--- config.mk ---
export PLATFORM = sky130hd
export DESIGN_NAME = acc_exec_unit
export DESIGN_NICKNAME = d
export VERILOG_FILES = /design/src/rtl/acc_exec_pkg.sv /design/src/rtl/acc_decode.sv /design/src/rtl/acc_alu.sv /design/src/rtl/acc_regfile.sv /design/src/rtl/acc_exec_unit.sv
export SDC_FILE = /design/constraint.sdc
export NUM_CORES = 2
export LEC_CHECK = 0
export ABC_CLOCK_PERIOD_IN_PS = 5100
export BUFFER_PORTS_ARGS = -buffer_cell sky130_fd_sc_hd__buf_4
export CAP_MARGIN = 25
export CORE_AREA = 2 2 475 359
export CTS_BUF_LIST = sky130_fd_sc_hd__clkbuf_2 sky130_fd_sc_hd__clkbuf_4 sky130_fd_sc_hd__clkbuf_8
export DETAILED_ROUTE_END_ITERATION = 8
export DIE_AREA = 0 0 477 361
export PLACE_DENSITY = 0.62
export SKIP_LAST_GASP = 1
export SYNTH_ARGS = -nofsm -noshare
export SYNTH_HDL_FRONTEND = slang
export SYNTH_HIERARCHICAL = 1
export SYNTH_SLANG_ARGS = --single-unit
--- constraint.sdc ---
create_clock -name clk -period 5.1 [get_ports clk]
set_input_delay 1.02 -clock clk [delete_from_list [all_inputs] [get_ports clk]]
set_output_delay 1.02 -clock clk [all_outputs]
set_load 0.02 [all_outputs]
--- src/rtl/acc_exec_pkg.sv ---
package acc_exec_pkg;

    localparam int XLEN    = 8;
    localparam int FADDR_W = 7;
    localparam int BSEL_W  = 3;
    localparam int IW      = 14;

    typedef enum logic [4:0] {
        OP_NOP, OP_MOVWF, OP_CLR, OP_SUB, OP_DEC, OP_IOR, OP_AND, OP_XOR,
        OP_ADD, OP_MOV, OP_COM, OP_INC, OP_DECSZ, OP_RR, OP_RL, OP_SWAP,
        OP_INCSZ, OP_BCLR, OP_BSET, OP_BTSTC, OP_BTSTS,
        OP_LMOV, OP_LIOR, OP_LAND, OP_LXOR, OP_LSUB, OP_LADD
    } op_e;

    typedef struct packed {
        op_e                op;
        logic               to_file;
        logic [FADDR_W-1:0] faddr;
        logic [BSEL_W-1:0]  bsel;
        logic [XLEN-1:0]    lit;
    } dec_t;

    typedef struct packed {
        logic z;
        logic dc;
        logic c;
    } flags_t;

    typedef enum logic {
        ST_RUN,
        ST_SQUASH
    } ctl_state_e;

endpackage

--- src/rtl/acc_decode.sv ---
module acc_decode
    import acc_exec_pkg::*;
(
    input  logic [IW-1:0] instr,
    output dec_t          dec
);

    always_comb begin
        dec         = '0;
        dec.op      = OP_NOP;
        dec.faddr   = instr[FADDR_W-1:0];
        dec.bsel    = instr[FADDR_W+BSEL_W-1:FADDR_W];
        dec.lit     = instr[XLEN-1:0];
        dec.to_file = 1'b0;
        unique case (instr[IW-1:IW-2])
            2'b00: begin
                dec.to_file = instr[7];
                unique case (instr[11:8])
                    4'h0: dec.op = instr[7] ? OP_MOVWF : OP_NOP;
                    4'h1: dec.op = OP_CLR;
                    4'h2: dec.op = OP_SUB;
                    4'h3: dec.op = OP_DEC;
                    4'h4: dec.op = OP_IOR;
                    4'h5: dec.op = OP_AND;
                    4'h6: dec.op = OP_XOR;
                    4'h7: dec.op = OP_ADD;
                    4'h8: dec.op = OP_MOV;
                    4'h9: dec.op = OP_COM;
                    4'hA: dec.op = OP_INC;
                    4'hB: dec.op = OP_DECSZ;
                    4'hC: dec.op = OP_RR;
                    4'hD: dec.op = OP_RL;
                    4'hE: dec.op = OP_SWAP;
                    4'hF: dec.op = OP_INCSZ;
                    default: dec.op = OP_NOP;
                endcase
                if (dec.op == OP_NOP) begin
                    dec.to_file = 1'b0;
                end
            end
            2'b01: begin
                dec.to_file = ~instr[11];
                unique case (instr[11:10])
                    2'b00:   dec.op = OP_BCLR;
                    2'b01:   dec.op = OP_BSET;
                    2'b10:   dec.op = OP_BTSTC;
                    default: dec.op = OP_BTSTS;
                endcase
            end
            2'b11: begin
                dec.to_file = 1'b0;
                casez (instr[11:8])
                    4'b00??: dec.op = OP_LMOV;
                    4'b1000: dec.op = OP_LIOR;
                    4'b1001: dec.op = OP_LAND;
                    4'b1010: dec.op = OP_LXOR;
                    4'b110?: dec.op = OP_LSUB;
                    4'b111?: dec.op = OP_LADD;
                    default: dec.op = OP_NOP;
                endcase
            end
            default: begin
                dec.op      = OP_NOP;
                dec.to_file = 1'b0;
            end
        endcase
    end

endmodule

--- src/rtl/acc_alu.sv ---
module acc_alu
    import acc_exec_pkg::*;
(
    input  op_e               op,
    input  logic [BSEL_W-1:0] bsel,
    input  logic [XLEN-1:0]   lit,
    input  logic [XLEN-1:0]   fval,
    input  logic [XLEN-1:0]   wval,
    input  logic              c_in,
    output logic [XLEN-1:0]   res,
    output flags_t            nflags,
    output flags_t            upd,
    output logic              wr_res,
    output logic              skip
);

    localparam int HALF = XLEN / 2;

    logic [XLEN:0]     sum;
    logic [HALF:0]     lo;
    logic [XLEN-1:0]   a;
    logic [XLEN-1:0]   bmask;
    logic              is_lit;

    assign is_lit = (op == OP_LSUB) || (op == OP_LADD) || (op == OP_LMOV) ||
                    (op == OP_LIOR) || (op == OP_LAND) || (op == OP_LXOR);
    assign a      = is_lit ? lit : fval;
    assign bmask  = XLEN'(1) << bsel;

    always_comb begin
        res       = fval;
        sum       = '0;
        lo        = '0;
        upd       = '0;
        nflags    = '0;
        wr_res    = 1'b1;
        skip      = 1'b0;
        unique case (op)
            OP_NOP:   wr_res = 1'b0;
            OP_MOVWF: res = wval;
            OP_CLR: begin
                res   = '0;
                upd.z = 1'b1;
            end
            OP_ADD, OP_LADD: begin
                sum      = {1'b0, a} + {1'b0, wval};
                lo       = {1'b0, a[HALF-1:0]} + {1'b0, wval[HALF-1:0]};
                res      = sum[XLEN-1:0];
                nflags.c = sum[XLEN];
                nflags.dc = lo[HALF];
                upd      = '1;
            end
            OP_SUB, OP_LSUB: begin
                sum      = {1'b0, a} + {1'b0, ~wval} + {{XLEN{1'b0}}, 1'b1};
                lo       = {1'b0, a[HALF-1:0]} + {1'b0, ~wval[HALF-1:0]} +
                           {{HALF{1'b0}}, 1'b1};
                res      = sum[XLEN-1:0];
                nflags.c = sum[XLEN];
                nflags.dc = lo[HALF];
                upd      = '1;
            end
            OP_DEC: begin
                res   = fval - XLEN'(1);
                upd.z = 1'b1;
            end
            OP_INC: begin
                res   = fval + XLEN'(1);
                upd.z = 1'b1;
            end
            OP_IOR, OP_LIOR: begin
                res   = a | wval;
                upd.z = 1'b1;
            end
            OP_AND, OP_LAND: begin
                res   = a & wval;
                upd.z = 1'b1;
            end
            OP_XOR, OP_LXOR: begin
                res   = a ^ wval;
                upd.z = 1'b1;
            end
            OP_MOV: upd.z = 1'b1;
            OP_COM: begin
                res   = ~fval;
                upd.z = 1'b1;
            end
            OP_DECSZ: begin
                res  = fval - XLEN'(1);
                skip = (res == '0);
            end
            OP_INCSZ: begin
                res  = fval + XLEN'(1);
                skip = (res == '0);
            end
            OP_RR: begin
                res      = {c_in, fval[XLEN-1:1]};
                nflags.c = fval[0];
                upd.c    = 1'b1;
            end
            OP_RL: begin
                res      = {fval[XLEN-2:0], c_in};
                nflags.c = fval[XLEN-1];
                upd.c    = 1'b1;
            end
            OP_SWAP: res = {fval[HALF-1:0], fval[XLEN-1:HALF]};
            OP_BCLR: res = fval & ~bmask;
            OP_BSET: res = fval | bmask;
            OP_BTSTC: begin
                wr_res = 1'b0;
                skip   = ~|(fval & bmask);
            end
            OP_BTSTS: begin
                wr_res = 1'b0;
                skip   = |(fval & bmask);
            end
            OP_LMOV: res = lit;
            default: wr_res = 1'b0;
        endcase
        nflags.z = (res == '0);
    end

endmodule

--- src/rtl/acc_regfile.sv ---
module acc_regfile #(
    parameter int DEPTH  = 128,
    parameter int DATA_W = 8,
    localparam int AW    = $clog2(DEPTH)
) (
    input  logic              clk,
    input  logic              rst_n,
    input  logic              we,
    input  logic [AW-1:0]     waddr,
    input  logic [DATA_W-1:0] wdata,
    input  logic [AW-1:0]     raddr_a,
    output logic [DATA_W-1:0] rdata_a,
    input  logic [AW-1:0]     raddr_b,
    output logic [DATA_W-1:0] rdata_b
);

    logic [DATA_W-1:0] mem [DEPTH];

    always_ff @(posedge clk or negedge rst_n) begin
        if (!rst_n) begin
            for (int i = 0; i < DEPTH; i++) begin
                mem[i] <= '0;
            end
        end else if (we) begin
            mem[waddr] <= wdata;
        end
    end

    assign rdata_a = mem[raddr_a];
    assign rdata_b = mem[raddr_b];

endmodule

--- src/rtl/acc_exec_unit.sv ---
module acc_exec_unit
    import acc_exec_pkg::*;
#(
    parameter int STATUS_ADDR = 3,
    parameter int FILE_DEPTH  = 1 << FADDR_W
) (
    input  logic               clk,
    input  logic               rst_n,
    input  logic               instr_valid,
    input  logic [IW-1:0]      instr,
    input  logic [FADDR_W-1:0] rd_addr,
    output logic [XLEN-1:0]    rd_data,
    output logic [XLEN-1:0]    w_out,
    output logic [2:0]         flags_out,
    output logic               skip_req
);

    localparam logic [FADDR_W-1:0] STAT_A = FADDR_W'(STATUS_ADDR);

    ctl_state_e       state_q;
    ctl_state_e       state_d;
    dec_t             dec;
    logic [XLEN-1:0]  w_q;
    flags_t           flags_q;
    flags_t           flags_d;
    flags_t           base_f;
    flags_t           alu_f;
    flags_t           alu_upd;
    logic [XLEN-1:0]  alu_res;
    logic             alu_wr;
    logic             alu_skip;
    logic [XLEN-1:0]  stat_byte;
    logic [XLEN-1:0]  mem_op;
    logic [XLEN-1:0]  mem_rd;
    logic [XLEN-1:0]  fval;
    logic             exec;
    logic             wr_w;
    logic             wr_f;
    logic             wr_stat;
    logic             wr_mem;
    logic             skip_q;

    acc_decode u_dec (
        .instr (instr),
        .dec   (dec)
    );

    assign stat_byte = XLEN'(flags_q);
    assign fval      = (dec.faddr == STAT_A) ? stat_byte : mem_op;

    acc_alu u_alu (
        .op     (dec.op),
        .bsel   (dec.bsel),
        .lit    (dec.lit),
        .fval   (fval),
        .wval   (w_q),
        .c_in   (flags_q.c),
        .res    (alu_res),
        .nflags (alu_f),
        .upd    (alu_upd),
        .wr_res (alu_wr),
        .skip   (alu_skip)
    );

    assign exec    = instr_valid && (state_q == ST_RUN);
    assign wr_w    = exec && alu_wr && !dec.to_file;
    assign wr_f    = exec && alu_wr && dec.to_file;
    assign wr_stat = wr_f && (dec.faddr == STAT_A);
    assign wr_mem  = wr_f && (dec.faddr != STAT_A);

    acc_regfile #(
        .DEPTH  (FILE_DEPTH),
        .DATA_W (XLEN)
    ) u_file (
        .clk     (clk),
        .rst_n   (rst_n),
        .we      (wr_mem),
        .waddr   (dec.faddr),
        .wdata   (alu_res),
        .raddr_a (dec.faddr),
        .rdata_a (mem_op),
        .raddr_b (rd_addr),
        .rdata_b (mem_rd)
    );

    // Control machine: next state
    always_comb begin
        state_d = state_q;
        unique case (state_q)
            ST_RUN:    if (exec && alu_skip) state_d = ST_SQUASH;
            ST_SQUASH: if (instr_valid)      state_d = ST_RUN;
            default:   state_d = ST_RUN;
        endcase
    end

    always_ff @(posedge clk or negedge rst_n) begin
        if (!rst_n) begin
            state_q <= ST_RUN;
        end else begin
            state_q <= state_d;
        end
    end

    // Flag merge: a byte written to the status address is the base,
    // the instruction's own flag updates take precedence.
    always_comb begin
        base_f    = wr_stat ? flags_t'(alu_res[2:0]) : flags_q;
        flags_d.c  = alu_upd.c  ? alu_f.c  : base_f.c;
        flags_d.dc = alu_upd.dc ? alu_f.dc : base_f.dc;
        flags_d.z  = alu_upd.z  ? alu_f.z  : base_f.z;
    end

    // Architectural outputs
    always_ff @(posedge clk or negedge rst_n) begin
        if (!rst_n) begin
            w_q     <= '0;
            flags_q <= '0;
            skip_q  <= 1'b0;
        end else begin
            skip_q <= exec && alu_skip;
            if (wr_w) begin
                w_q <= alu_res;
            end
            if (exec) begin
                flags_q <= flags_d;
            end
        end
    end

    assign w_out     = w_q;
    assign flags_out = flags_q;
    assign skip_req  = skip_q;
    assign rd_data   = (rd_addr == STAT_A) ? stat_byte : mem_rd;

    // an idle cycle holds W and flags
    a_r10_idle_hold: assert property (@(posedge clk) disable iff (!rst_n)
        !instr_valid |=> ($stable(w_q) && $stable(flags_q)));

    // a word arriving while a discard is pending changes nothing
    a_r9_squash_drop: assert property (@(posedge clk) disable iff (!rst_n)
        (instr_valid && state_q == ST_SQUASH) |=>
            ($stable(w_q) && $stable(flags_q) && !skip_req));

    // a skip request is always accompanied by a pending discard
    a_r8_skip_pending: assert property (@(posedge clk) disable iff (!rst_n)
        skip_req |-> (state_q == ST_SQUASH));

    // nibble swap away from the status address leaves the flags alone
    a_r5_swap_flags: assert property (@(posedge clk) disable iff (!rst_n)
        (exec && dec.op == OP_SWAP && !(dec.to_file && dec.faddr == STAT_A))
            |=> $stable(flags_q));

    // clearing W leaves zero in W and sets Z
    a_r4_clrw_zero: assert property (@(posedge clk) disable iff (!rst_n)
        (exec && dec.op == OP_CLR && !dec.to_file) |=> (w_q == '0 && flags_q.z));

endmodule

==> results.ini <==
[cells_and_area]
fin_cells = 7104
design_area_sq_mm = 0.0779
fin_util_pct = 46.6
fin_nets = 4778
layout_common_cells = dfrtp_1, mux2_2, buf_4
final_common_cell = dfrtp_1
area_growth_pct = 33.3
final_layout_size_suffix_gt1_share_pct = 68.3

[worst_setup_path]
crit_buf_inv = 8
endpoint_kind = flop
cp_max_fo = 7
slowest_delay_ps = 630
path_class = input pin to flop
rr_worst_depth = 22
crit_arrival_ps = 6480
critPathLaunchType = input pin
cp.depth = 24
required_ps = 5900
crit_chain = buf_16 -> buf_12 -> buf_16 -> buf_8 -> mux4_2 -> mux4_2 -> mux4_2 -> mux2_4 -> and2_4 -> mux2_4 -> ha_4 -> buf_6 -> nor3_2 -> o21ai_1 -> a31o_2 -> a21oi_2 -> nor2_2 -> xnor2_2 -> o221ai_4 -> and2_4 -> buf_12 -> buf_12 -> buf_16 -> mux2_4
path_delay_family = multiplexers
slowest_stage = mux4_2

[pwr]
p_leak_nw = 35.9
peakVddDrop_v = 0.000308
cellPowerDensity_mw_per_mm2 = 319

[cts]
cts_max_level = 4
cts-root-buf = clkbuf_8
cts_tree = built
clock_path_buffers = 3
clkLatencyLatePin_ps = 950
numCtsBuffers = 172
clock_sinks = 1037
cts.clk_slew.worst_paths_ps = 60
hold_buffers = 0

[global_route]
grt_pass1_vias = 41464
overflow = 0
grt_pass1_wl_um = 297000
grt_max_degree = 154
grt_usage_pct = 23.4
antenna_found_initial = 25

[logic_synthesis]
synth_cells = 3743
synth_area_sq_mm = 0.0584
yosysUniqueCellTypes = 76
ys.warnings.count = 6
synth_edf_count = 0
yosysSeqAreaShare_pct = 44.4
yosys-top-cells-area = dfrtp_1, mux4_2, mux2_2, clkbuf_1, nand2_1
synth_area_leader_cell = dfrtp_1
synth_nets = 3800
synth_seq_cells = 1037
avgSynthCellArea_sq_um = 15.6
synth_flop_cell = dfrtp_1
ys_async_sr_fraction_pct = 100
synth_top_area_share_pct = 44.4

[sta]
finalHoldViolCount = 0
fmax_mhz = 176
relSlewSlack_pct = 39.3
finalSetupViolCount = 946
finClkSkew_ps = 50.1
worst_pin_slew_ps = 904
fin_ws_ps = -580
drv_slew = 0
finalSetupTns_ps = -289780
rsz0062_at_grt = true
finalCritPeriodShare_pct = 111
fin_crit_ps = 5680

[die]
initial_core_util_pct = 35.0
io_pins = 44
core_sq_mm = 0.167
rows = 130
die_w_um = 477
die_h_um = 361
die_area_sq_mm = 0.172

[run_status]
status = finished with violations
violations = negative setup slack

[route]
detail-route-antenna-nets = 0
wl_um = 218000
avgViaCountPerCell = 5.96
first_pass_iters = 8
via_count = 42332
routedWlPerCell_um = 30.7
drt_iter0_drc = 4767
drc = 0

[placed_design]
dpl_cell_area_sq_mm = 0.0690
port_buffers = 43
gp_congestion = 0.963
hpwlAfterDp_um = 134000
dp.cells = 6575
post-place-ws_ps = -1790

[worst_hold_path]
hp-class = input pin to asynchronous set/reset pin

[run]
max_cap_viol_count = 0

## routing by layer
| layer | vias up | wire [um] | share of wire [%] | global-route usage, % |
|---|---|---|---|---|
| li1 | 16744 | - | - | - |
| met3 | 370 | 24900 | 11 | 6.33 |
| met1 | 22885 | 93100 | 43 | 34.7 |
| met2 | 2323 | 93500 | 43 | 33.2 |
| met5 | - | 61 | 0.028 | 0 |
| met4 | 10 | 6720 | 3.1 | 7.25 |
## stage by stage
step / hold WS [ps] / power [mW]
final: 65.2 / 24.9
after global routing: 76.8 / 25.6
after CTS: 36.7 / 22.9
after detailed placement: 508 / 13.2
after global placement: 499 / 13.1
after floorplan: 491 / 11.3
## kinds of logic after synthesis
| logic type | after synthesis | synth area share [%] |
|---|---|---|
| AND/OR/NAND/NOR | 374 | 3.25 |
| multiplexers | 1746 | 46.6 |
| buffers and inverters | 382 | 2.85 |
| XOR/XNOR | 14 | 0.210 |
| AO/OA/AOI/OAI | 157 | 1.95 |
| adder cells (fa/ha/maj) | 33 | 0.732 |
| flip-flops | 1037 | 44.4 |
## registers in the layout, summed over array words and instances (netlist names)
register	cells
state_q	1
u_file/mem	1024
skip_req	1
w_out	8
flags_out	3
## final timing paths
| kind | startpoint | endpoint | slack, ps |
|---|---|---|---|
| max | instr[0] | u_file/mem[703] | -580 |
| max in group asynchronous | rst_n | u_file/mem[1009] | 3680 |
| min reg2reg | u_file/mem[405] | u_file/mem[405] | 520 |
| min in group clk | instr_valid | state_q | 420 |
| max reg2reg | u_file/mem[584] | flags_out[2] | -420 |
| min | rst_n | u_file/mem[268] | 70 |
## where the power goes
| part | switching (mW) | internal, mW |
|---|---|---|
| registers | 0.266 | 8.49 |
| clock network | 3.67 | 4.37 |
| logic | 4.20 | 3.88 |
| total | 8.13 | 16.7 |
## area by class of cell
class,count,area (sq um)
repair buffers,1153,13100
diodes,11,27.5
clock inverters,31,234
inverters,32,128
multi-input cells,2325,32200
clock buffers,271,3470
fillers,14311,89200
flip-flops and latches,1037,25900
well taps,2244,2810
## synthesized netlist by cell type, types with 4 or more instances
cell type and instances:
mux2_2 1061, dfrtp_1 1037, mux4_2 674, clkbuf_1 217, nand2_1 120, nor2_1 85, buf_1 48, buf_2 45
buf_4 33, a21oi_1 32, inv_1 32, ha_1 31, nand3_1 26, nor3_1 21, nand2b_1 20, o21ai_0 20
and2_1 16, nor2b_1 12, mux2i_1 11, a221oi_1 10, and3_1 10, nor3b_1 10, o211ai_1 8, o221ai_1 8
a22oi_1 7, buf_6 7, nor4_2 7, xnor2_1 7, xor2_1 7, a21o_1 6, a31oi_1 6, nand4_1 6
nor4b_1 6, or2_2 6, nand3b_1 5, o22ai_1 5, a211o_1 4, a211oi_2 4, nor4_1 4, o2bb2ai_1 4
## what timing repair did
| action | in CTS | in global routing |
|---|---|---|
| pin swaps | 31 | 30 |
| cloned | 39 | 61 |
| gates resized for setup | 163 | 278 |
| setup endpoints to repair | 924 | 1013 |
| setup buffers | 61 | 77 |
Note: power is estimated with default switching activity, not from simulation.
